File: src/rtl/kscan_pkg.sv
package kscan_pkg;

  typedef struct packed {
    logic start;    // begin a pass at step 0
    logic capture;  // last clock of a dwell: sample the row
    logic advance;  // move the low bit up one line
    logic finish;   // final step done: release all lines
  } scan_strobe_t;

endpackage

File: src/rtl/kscan_frame_timer.sv
module kscan_frame_timer #(
  parameter int FRAME_CLKS = 3_500_000
) (
  input  logic clk,
  input  logic rst,
  output logic frameTick
);
  localparam int FRAME_W = $clog2(FRAME_CLKS + 1);
  localparam logic [FRAME_W-1:0] FRAME_LAST = FRAME_W'(FRAME_CLKS - 1);

  logic [FRAME_W-1:0] frameCnt;

  always_ff @(posedge clk) begin
    if (rst) frameCnt <= '0;
    else if (frameCnt == FRAME_LAST) frameCnt <= '0;
    else frameCnt <= frameCnt + 1'b1;
  end

  assign frameTick = (frameCnt == FRAME_LAST);

endmodule

File: src/rtl/kscan_ctrl.sv
module kscan_ctrl
  import kscan_pkg::*;
#(
  parameter int NUM_STEPS     = 10,
  parameter int CLKS_PER_INSN = 175,
  parameter int DWELL_INSNS   = 32
) (
  input  logic                         clk,
  input  logic                         rst,
  input  logic                         frameTick,
  output scan_strobe_t                 strobe,
  output logic [$clog2(NUM_STEPS)-1:0] stepIdx,
  output logic                         busy
);
  localparam int STEP_W = $clog2(NUM_STEPS);
  localparam int PRE_W  = $clog2(CLKS_PER_INSN + 1);
  localparam int INSN_W = $clog2(DWELL_INSNS + 1);
  localparam logic [PRE_W-1:0]  PRE_LAST  = PRE_W'(CLKS_PER_INSN - 1);
  localparam logic [INSN_W-1:0] INSN_LAST = INSN_W'(DWELL_INSNS - 1);
  localparam logic [STEP_W-1:0] STEP_LAST = STEP_W'(NUM_STEPS - 1);

  logic [PRE_W-1:0]  preCnt;
  logic [INSN_W-1:0] insnCnt;
  logic              insnEnd;
  logic              dwellEnd;

  assign insnEnd  = (preCnt == PRE_LAST);
  assign dwellEnd = insnEnd && (insnCnt == INSN_LAST);

  always_comb begin
    strobe.start   = frameTick && !busy;
    strobe.capture = busy && dwellEnd;
    strobe.advance = strobe.capture && (stepIdx != STEP_LAST);
    strobe.finish  = strobe.capture && (stepIdx == STEP_LAST);
  end

  always_ff @(posedge clk) begin
    if (rst) begin
      busy    <= 1'b0;
      stepIdx <= '0;
      preCnt  <= '0;
      insnCnt <= '0;
    end else if (strobe.start) begin
      busy    <= 1'b1;
      stepIdx <= '0;
      preCnt  <= '0;
      insnCnt <= '0;
    end else if (busy) begin
      if (insnEnd) begin
        preCnt  <= '0;
        insnCnt <= dwellEnd ? '0 : insnCnt + 1'b1;
      end else begin
        preCnt <= preCnt + 1'b1;
      end
      if (strobe.advance) stepIdx <= stepIdx + 1'b1;
      if (strobe.finish)  busy    <= 1'b0;
    end
  end

  initial begin
    a_r6_dwell_min : assert (CLKS_PER_INSN * DWELL_INSNS >= 2)
      else $error("dwell must span at least two clocks");
  end

  a_r2_idle_start : assert property (@(posedge clk) disable iff (rst)
    (frameTick && !busy) |=> (busy && stepIdx == '0));

  a_r8_mid_ignore : assert property (@(posedge clk) disable iff (rst)
    (frameTick && busy && !strobe.capture) |=> (busy && $stable(stepIdx)));

  a_r8_final_ignore : assert property (@(posedge clk) disable iff (rst)
    (frameTick && strobe.finish) |=> !busy);

endmodule

File: src/rtl/kscan_dpath.sv
module kscan_dpath
  import kscan_pkg::*;
#(
  parameter int NUM_STEPS = 10,
  parameter int ROW_W     = 4
) (
  input  logic                         clk,
  input  logic                         rst,
  input  scan_strobe_t                 strobe,
  input  logic [$clog2(NUM_STEPS)-1:0] stepIdx,
  input  logic [ROW_W-1:0]             rowIn,
  output logic [NUM_STEPS-1:0]         selN,
  output logic                         rowValid,
  output logic [$clog2(NUM_STEPS)-1:0] rowStep,
  output logic [ROW_W-1:0]             rowOut
);
  localparam int STEP_W = $clog2(NUM_STEPS);
  localparam logic [NUM_STEPS-1:0] SEL_IDLE  = '1;
  localparam logic [NUM_STEPS-1:0] SEL_FIRST = ~NUM_STEPS'(1);

  always_ff @(posedge clk) begin
    if (rst) begin
      selN <= SEL_IDLE;
    end else if (strobe.start) begin
      selN <= SEL_FIRST;
    end else if (strobe.advance) begin
      selN <= {selN[NUM_STEPS-2:0], 1'b1};
    end else if (strobe.finish) begin
      selN <= SEL_IDLE;
    end
  end

  always_ff @(posedge clk) begin
    if (rst) begin
      rowValid <= 1'b0;
      rowStep  <= '0;
      rowOut   <= '0;
    end else begin
      rowValid <= strobe.capture;
      if (strobe.capture) begin
        rowStep <= stepIdx;
        rowOut  <= rowIn;
      end
    end
  end

  a_r3_single_low : assert property (@(posedge clk) disable iff (rst)
    $onehot0(~selN));

  a_r4_hold : assert property (@(posedge clk) disable iff (rst)
    !(strobe.start || strobe.advance || strobe.finish) |=> $stable(selN));

  a_r6_one_clock : assert property (@(posedge clk) disable iff (rst)
    rowValid |=> !rowValid);

  a_r6_step_range : assert property (@(posedge clk) disable iff (rst)
    rowValid |-> (rowStep < STEP_W'(NUM_STEPS)));

  a_r7_release : assert property (@(posedge clk) disable iff (rst)
    strobe.finish |=> (selN == SEL_IDLE));

endmodule

File: src/rtl/kbd_scan_walker.sv
module kbd_scan_walker
  import kscan_pkg::*;
#(
  parameter int NUM_COLS      = 8,
  parameter int NUM_SWITCHES  = 2,
  parameter int ROW_W         = 4,
  parameter int CLKS_PER_INSN = 175,
  parameter int DWELL_INSNS   = 32,
  parameter int FRAME_CLKS    = 3_500_000
) (
  input  logic                                            clk,
  input  logic                                            rst,
  input  logic [ROW_W-1:0]                                rowIn,
  output logic [NUM_COLS+NUM_SWITCHES-1:0]                selN,
  output logic                                            rowValid,
  output logic [$clog2(NUM_COLS+NUM_SWITCHES)-1:0]        rowStep,
  output logic [ROW_W-1:0]                                rowOut
);
  localparam int NUM_STEPS = NUM_COLS + NUM_SWITCHES;
  localparam int STEP_W    = $clog2(NUM_STEPS);

  logic              frameTick;
  logic              busy;
  logic [STEP_W-1:0] stepIdx;
  scan_strobe_t      strobe;

  kscan_frame_timer #(.FRAME_CLKS(FRAME_CLKS)) u_timer (
    .clk(clk), .rst(rst), .frameTick(frameTick)
  );

  kscan_ctrl #(
    .NUM_STEPS(NUM_STEPS), .CLKS_PER_INSN(CLKS_PER_INSN), .DWELL_INSNS(DWELL_INSNS)
  ) u_ctrl (
    .clk(clk), .rst(rst), .frameTick(frameTick),
    .strobe(strobe), .stepIdx(stepIdx), .busy(busy)
  );

  kscan_dpath #(.NUM_STEPS(NUM_STEPS), .ROW_W(ROW_W)) u_dpath (
    .clk(clk), .rst(rst), .strobe(strobe), .stepIdx(stepIdx), .rowIn(rowIn),
    .selN(selN), .rowValid(rowValid), .rowStep(rowStep), .rowOut(rowOut)
  );

  a_r1_idle_high : assert property (@(posedge clk) disable iff (rst)
    !busy |-> (selN == '1));

endmodule

File: config.mk
export PLATFORM = sky130hd
export DESIGN_NAME = kbd_scan_walker
export DESIGN_NICKNAME = d
export VERILOG_FILES = /design/src/rtl/kscan_pkg.sv /design/src/rtl/kscan_frame_timer.sv /design/src/rtl/kscan_ctrl.sv /design/src/rtl/kscan_dpath.sv /design/src/rtl/kbd_scan_walker.sv
export SDC_FILE = /design/constraint.sdc
export NUM_CORES = 1
export LEC_CHECK = 0
export BUFFER_PORTS_ARGS = -buffer_cell sky130_fd_sc_hd__buf_4
export CAP_MARGIN = 0
export CORE_MARGIN = 2
export CORE_UTILIZATION = 45
export DETAILED_ROUTE_END_ITERATION = 10
export GPL_ROUTABILITY_DRIVEN = 0
export PLACE_DENSITY = 0.7
export REMOVE_ABC_BUFFERS = 1
export SLEW_MARGIN = 5
export SYNTH_ARGS = -nofsm -noshare
export SYNTH_HDL_FRONTEND = slang
export SYNTH_HIERARCHICAL = 1
export SYNTH_SLANG_ARGS = --single-unit
File: constraint.sdc
create_clock -name clk -period 4.5 [get_ports clk]
set_clock_uncertainty 0.2 [all_clocks]
set_input_delay 0.9 -clock clk [delete_from_list [all_inputs] [get_ports clk]]
set_output_delay 0.9 -clock clk [all_outputs]
set_load 0.01 [all_outputs]
### Word-level counts from Yosys, hierarchy flattened

Index checks and enable logic that the tools add are counted.

* bits in registers: 60
* input port bits: 6
* output and inout bits: 19
* logic and storage cells: 39

* add/sub/neg operators: 4
* equality and inequality tests: 5
* multiplexer cells: 8
* reductions and logical operators: 12

Operator list (number)
* $add 22x1->22 const B: 1
* $eq 22x22->1 const B: 1
* $mux 10: 2
* $add 8x1->8 const B: 1
* $eq 8x8->1 const B: 1
* $mux 8: 1
* $add 6x1->6 const B: 1
* $eq 6x5->1 const B: 1
* $mux 6: 1
* $logic_and 1x1->1: 5
* $add 4x1->4 const B: 1
* $eq 4x4->1 const B: 1
* $mux 1: 4
* $ne 4x4->1 const B: 1
* $reduce_and 2->1: 2
* $reduce_or 2->1: 2
* $reduce_bool 3->1: 1
* $reduce_bool 2->1: 1
* $logic_not 1->1: 1

### Logic depth before layout (Yosys ltp)

Gate-level depths: netlist of run 1.

* depth after elaboration: 7
* gate-level depth with buffers: 9
* gate-level depth less buffers: 8

### Hierarchy

Netlist of run 1, hierarchy kept.

By module, submodules not included
* kscan_frame_timer: instances 1, cells each 119, area each 1019.7 um2, sequential area each 440.4 um2
* kscan_ctrl: instances 1, cells each 107, area each 943.4 um2, sequential area each 380.4 um2
* kscan_dpath: instances 1, cells each 71, area each 757.0 um2, sequential area each 380.4 um2

### Least setup slack after synthesis of run 1

OpenSTA, ideal clock, no wires.

* path type: register to register
* start: register u_timer.frameCnt[0]
* end: register u_ctrl.insnCnt[3]
* setup time: 130 ps
* arrival time: 1870 ps
* path slack: 2300 ps
* stages on the path, launching flop included: 10
* cells stage by stage: dfxtp_1 -> ha_1 -> and4_2 -> clkbuf_1 -> nand2_1 -> nor3_1 -> nor2b_1 -> or2_2 -> clkbuf_1 -> nor3_1

RTL lines
* start: declaration: RTL line kscan_frame_timer.sv:11 `logic [FRAME_W-1:0] frameCnt;`
* start signal: assignment: RTL line kscan_frame_timer.sv:16 `else frameCnt <= frameCnt + 1'b1;`
* end signal: assignment: RTL line kscan_ctrl.sv:51 `insnCnt <= dwellEnd ? '0 : insnCnt + 1'b1;`
* end: declaration: RTL line kscan_ctrl.sv:23 `logic [INSN_W-1:0] insnCnt;`

==> results.yml, run 1 <==
worst_setup_path:
  worstSetupEndpointType: "flop"
  crit_fanout: 11
  arrival_ns: 2.54
  worstReg2RegStart: "u_ctrl/preCnt[1]"
  critPathLaunchType: "flop"
  critPathBufInv: 0
  worstPathCellList: "ha_1 -> and4bb_2 -> nand4_2 -> nor2_1 -> nor3_2 -> o21ai_1"
  cpPeakStageDelay_ns: 0.90
  worstReg2RegEnd: "u_dpath/selN[3]"
  crit_path_top_delay_cell: "nor2_1"
  worst_r2r_path_depth: 6
  worst_ep_required_time_ns: 4.56
  r2r_slack_ns: 2.03
  cpLargestDelayFamily: "simple AND/OR/NAND/NOR gates"
  critPathKind: "flop to flop"
cts:
  cts_hold_buf: 0
  clk_pin_slew_ns: 0.06
  cts_resized: 0
  cts_buffers: 9
  htreeDepth: 3
  clock_sinks: 60
  worstSkewPairLatency_ns: 0.33
  clockBufferDepth: 2
  cts_tree: "done"
  cts-root-buf: "clkbuf_8"
  cts_setup_buffers: 0
pwr:
  p_leak_nw: 1.09
  ir_drop_v: 0.000261
  p_per_area_mw_per_mm2: 343
global_route:
  grt_max_degree: 23
  grt_pass1_vias: 2006
  antenna_found_initial: 0
  grtUsageTotal: 0.168
  grt_pass1_wl_mm: 8.75
  overflow: 0
yosys:
  yosysUniqueCellTypes: 50
  synthCells: 297
  yosysTopAreaCellShare: 0.442
  syn_area_mm2: 0.00272
  ys_ff_latch: 60
  synth_top_flop_cell: "dfxtp_1"
  synth_top_cell_by_area: "dfxtp_1"
  yosysSeqAreaShare: 0.442
  synth.avg_cell_area_um2: 9.16
  synth_edf_count: 0
  yosys-top-cells-area: "dfxtp_1, nor2_1, nor3_2"
  yosys_warnings: 6
  async_flop_share: 0
timing:
  period_share: 0.550
  slew_viol_final: 0
  hold_violations: 0
  tns_ns: 0
  setup_viol: 0
  tightest_slew_ns: 1.13
  timing.final.ws_setup_ns: 2.03
  clock.fmax_mhz: 404
  slew_headroom: 0.246
  rsz0062_at_grt: "false"
  period_minus_slack_ns: 2.47
  timing.hold.ws_ns: 0.264
placed_design:
  dp_slack_ns: 2.03
  port_buffers: 24
  dp_hpwl_mm: 3.48
layout:
  final_cell_mix: "dfxtp_1, nor2_1, buf_4"
  fillers: 537
  nets: 334
  final_common_cell: "dfxtp_1"
  antenna_cells: 0
  syn_to_final_growth_pct: 15.7
  drive_above_1_share: 0.196
outcome:
  status: "completed"
drt:
  drtPass1Iterations: 5
  wl_per_cell_um: 12.8
  viasPerCell: 5.36
  drtIter0Drc: 78
  drc: 0
  via_count: 2155
  ant_nets: 0
  routed_wirelength_mm: 5.15
hold_path:
  hold_class: "flop to flop"
  hold_end: "u_timer/frameCnt[0]"
  min-delay-start: "u_timer/frameCnt[0]"
  hold_depth: 1
die:
  ios: 25
  die_area_mm2: 0.00668
  placementRows: 28
  die_x_um: 81.7
  fp.dieH_um: 81.7
  initial_core_util: 0.462
  core_area_mm2: 0.00589
job:
  maxCapViolCount: 0
## cell type report
type | count | area [um^2] | share of cell area
Clock buffer | 11 | 141 | 0.0449
Inverter | 6 | 22.5 | 0.00716
Sequential cell | 60 | 1200 | 0.382
Multi-Input combinational cell | 219 | 1420 | 0.450
Tap cell | 75 | 93.8 | 0.0298
Timing Repair Buffer | 26 | 195 | 0.0620
Clock inverter | 5 | 75.1 | 0.0239
## sequential cells by signal, summed over array words and instances, names as in the netlist
name,cells
u_ctrl/preCnt,8
u_timer/frameCnt,22
u_dpath/rowOut,4
u_ctrl/insnCnt,6
u_ctrl/stepIdx,4
u_dpath/selN,10
u_dpath/rowValid,1
u_ctrl/busy,1
u_dpath/rowStep,4
## cells in the mapped netlist (4+ instances only)
cell type / instances
inv_1: 6
clkbuf_1: 5
o31ai_1: 5
ha_1: 6
o21ai_1: 9
nor3_2: 10
or3_1: 5
nor2b_1: 11
xor2_1: 11
o21ai_0: 8
a21oi_1: 14
nand4_1: 10
nand3_1: 15
nand2_1: 13
xnor2_1: 10
or4_1: 4
nor3_1: 8
dfxtp_1: 60
nor2_1: 40
mux2i_1: 9
## cell families after synthesis
kind of cell               count (synthesis)  synth area share
xor gates and xnor gates                  21            0.0676
AOI/OAI and AO/OA                         42            0.0888
DFF                                       60             0.442
buffers and inverters                     18            0.0391
and+or+nand+nor                          141             0.302
adders and majority gates                  6            0.0276
muxes                                      9            0.0331
## power breakdown
group / leakage [nW] / switching (mW) / internal [mW]
sequential: 0.484 / 0.00225 / 0.533
combinational: 0.494 / 0.0115 / 0.00697
clock: 0.113 / 0.200 / 0.324
total: 1.09 / 0.214 / 0.864
## how the worst max path moves through the flow
stage | cells past startpoint | start | to | slack [ns]
3_5_place_dp | 8 | u_timer/frameCnt[0] | u_ctrl/preCnt[0] | 2.03
4_1_cts | 8 | u_timer/frameCnt[0] | u_ctrl/preCnt[0] | 2.02
2_1_floorplan | 5 | u_timer/frameCnt[0] | u_timer/frameCnt[10] | 1.79
6_report | 6 | u_ctrl/preCnt[1] | u_dpath/selN[3] | 2.03
5_1_grt | 8 | u_timer/frameCnt[0] | u_ctrl/preCnt[1] | 1.79
3_3_place_gp | 8 | u_timer/frameCnt[0] | u_ctrl/preCnt[1] | 2.05
## stage by stage
step	power, mW	cells	cell area (um^2)	util
finish	1.08	402	3150	0.535
global route	1.12	402	3150	0.535
CTS	1.09	402	3150	0.535
detailed placement	0.566	386	2930	0.498
global placement	0.566	386	2930	0.498
floorplan	0.557	285	2640	-
## layer usage
metal / global-route usage / wire length (um)
met5: 0 / 0
met4: 0.0450 / 41
met3: 0.0626 / 224
met2: 0.286 / 2450
met1: 0.198 / 2430
Power figures use the tool's default switching activity.
==> run 2: changes to the inputs <==
PLACE_DENSITY = 0.73   (was 0.7)
clock period = 2.25 ns   (was 4.5 ns; I/O delays follow)
==> results.yml, run 2 (synthesis gave the netlist of run 1 again) <==
worst_setup_path:
  worstSetupEndpointType: "flop"
  critPathKind: "flop to flop"
  cpLargestDelayFamily: "simple AND/OR/NAND/NOR gates"
  critPathLaunchType: "flop"
  r2r_slack_ns: 0.13
  cpPeakStageDelay_ns: 0.33
  crit_path_top_delay_cell: "dfxtp_1"
  critPathBufInv: 1
  worstPathCellList: "ha_1 -> and4_2 -> nand2_1 -> nor3_1 -> nor2b_1 -> or2_2 -> buf_4 -> a211oi_1"
  worst_ep_required_time_ns: 2.30
  arrival_ns: 2.16
  crit_fanout: 11
cts:
  clock_sinks: 60
  htreeDepth: 3
  worstSkewPairLatency_ns: 0.33
  clockBufferDepth: 2
  cts-root-buf: "clkbuf_8"
  cts_tree: "done"
  cts_hold_buf: 0
  cts_buffers: 9
  clk_pin_slew_ns: 0.06
timing:
  tightest_slew_ns: 0.383
  period_minus_slack_ns: 2.12
  slew_headroom: 0.738
  period_share: 0.940
  setup_viol: 0
  slew_viol_final: 0
  rsz0062_at_grt: "false"
  clock.fmax_mhz: 473
  hold_violations: 0
layout:
  nets: 344
  fin_util: 0.541
  largest_reg_flops: 22
  drive_above_1_share: 0.220
  final_cell_mix: "dfxtp_1, nor2_1, buf_4"
  largest_register: "u_timer/frameCnt"
  antenna_cells: 0
  final_common_cell: "dfxtp_1"
  fillers: 545
  reg_top3: "u_timer/frameCnt: 22 flops, u_dpath/selN: 10 flops, u_ctrl/preCnt: 8 flops"
  syn_to_final_growth_pct: 17.1
global_route:
  grtUsageTotal: 0.170
  antenna_found_initial: 0
  grt_pass1_wl_mm: 8.67
  grt_max_degree: 23
  grt_pass1_vias: 1986
  overflow: 0
die:
  die_x_um: 81.7
  placementRows: 28
  fp.dieH_um: 81.7
  ios: 25
  die_area_mm2: 0.00668
  core_area_mm2: 0.00589
  initial_core_util: 0.462
outcome:
  status: "completed"
placed_design:
  port_buffers: 24
  dp_hpwl_mm: 3.73
drt:
  met2_length_mm: 2.59
  dr.max_layer_used: "met4"
  wl_met1_mm: 2.45
  wl_per_cell_um: 12.8
  routed_wirelength_mm: 5.26
  ant_nets: 0
  via_count: 2227
  drc: 0
  drtIter0Drc: 71
  dr_wl_met3_um: 158
  drtPass1Iterations: 4
  viasPerCell: 5.42
pwr:
  p_leak_nw: 1.13
  ir_drop_v: 0.000455
  design_power_total_mw: 1.94
  p_per_area_mw_per_mm2: 609
job:
  maxCapViolCount: 0
hold_path:
  hold_class: "primary input to flop"
run 2: changes by cell type in the layout (fill, tap and decap cells not counted), sizes merged:
cell	previous run	this run
clkbuf	11	13
bufinv	2	0
buf	26	36
clkinv	3	2
run 2: metal layers:
layer,vias up,global-route usage
li1,1124,-
met1,1068,0.196
met2,26,0.287
met3,9,0.0593
met4,0,0.0667
met5,-,0
run 2: power breakdown:
part | switching (mW) | internal (mW)
logic | 0.0242 | 0.0160
registers | 0.00439 | 1.07
clock network | 0.377 | 0.450
total | 0.406 | 1.53
run 2: worst register-to-register path: cells and delay by family (launching register included):
kind	cells	cell delay (ns)
buf+inv	1	0.19
simple gates	5	0.88
compound gates	1	0.20
flops	1	0.33
fa+ha+maj	1	0.24
run 2: metrics by stage:
step	setup WS [ns]	TNS [ns]	std cells	area (um^2)	hold WS (ns)
6_report	0.135	0	411	3180	0.157
5_1_grt	0.0192	0	411	3180	0.155
3_3_place_gp	0.0923	0	396	3010	0.243
4_1_cts	0.0417	0	411	3170	0.155
3_5_place_dp	0.0483	0	396	3010	0.251
2_1_floorplan	-0.461	-11.41	285	2640	0.230
run 2: worst paths after layout:
path                  startpoint             endpoint  cells past startpoint
max          u_timer/frameCnt[0]    u_ctrl/stepIdx[1]                      8
min                     rowIn[1]    u_dpath/rowOut[1]                      3
max reg2reg  u_timer/frameCnt[0]    u_ctrl/stepIdx[1]                      8
min reg2reg  u_timer/frameCnt[0]  u_timer/frameCnt[0]                      1
run 2: final cells by class:
cell class,count,area (um^2),share of cell area
clock inverters,2,10.0,0.00314
well taps,75,93.8,0.0295
clock buffers,13,159,0.0499
multi-input cells,219,1430,0.448
repair buffers,36,270,0.0849
flip-flops and latches,60,1200,0.377
inverters,6,22.5,0.00707
run 2: what timing repair did:
| action | in CTS | in global routing |
|---|---|---|
| buffers inserted | 0 | 0 |
| resized for setup | 0 | 3 |
| endpoints found under the setup margin | 0 | 16 |
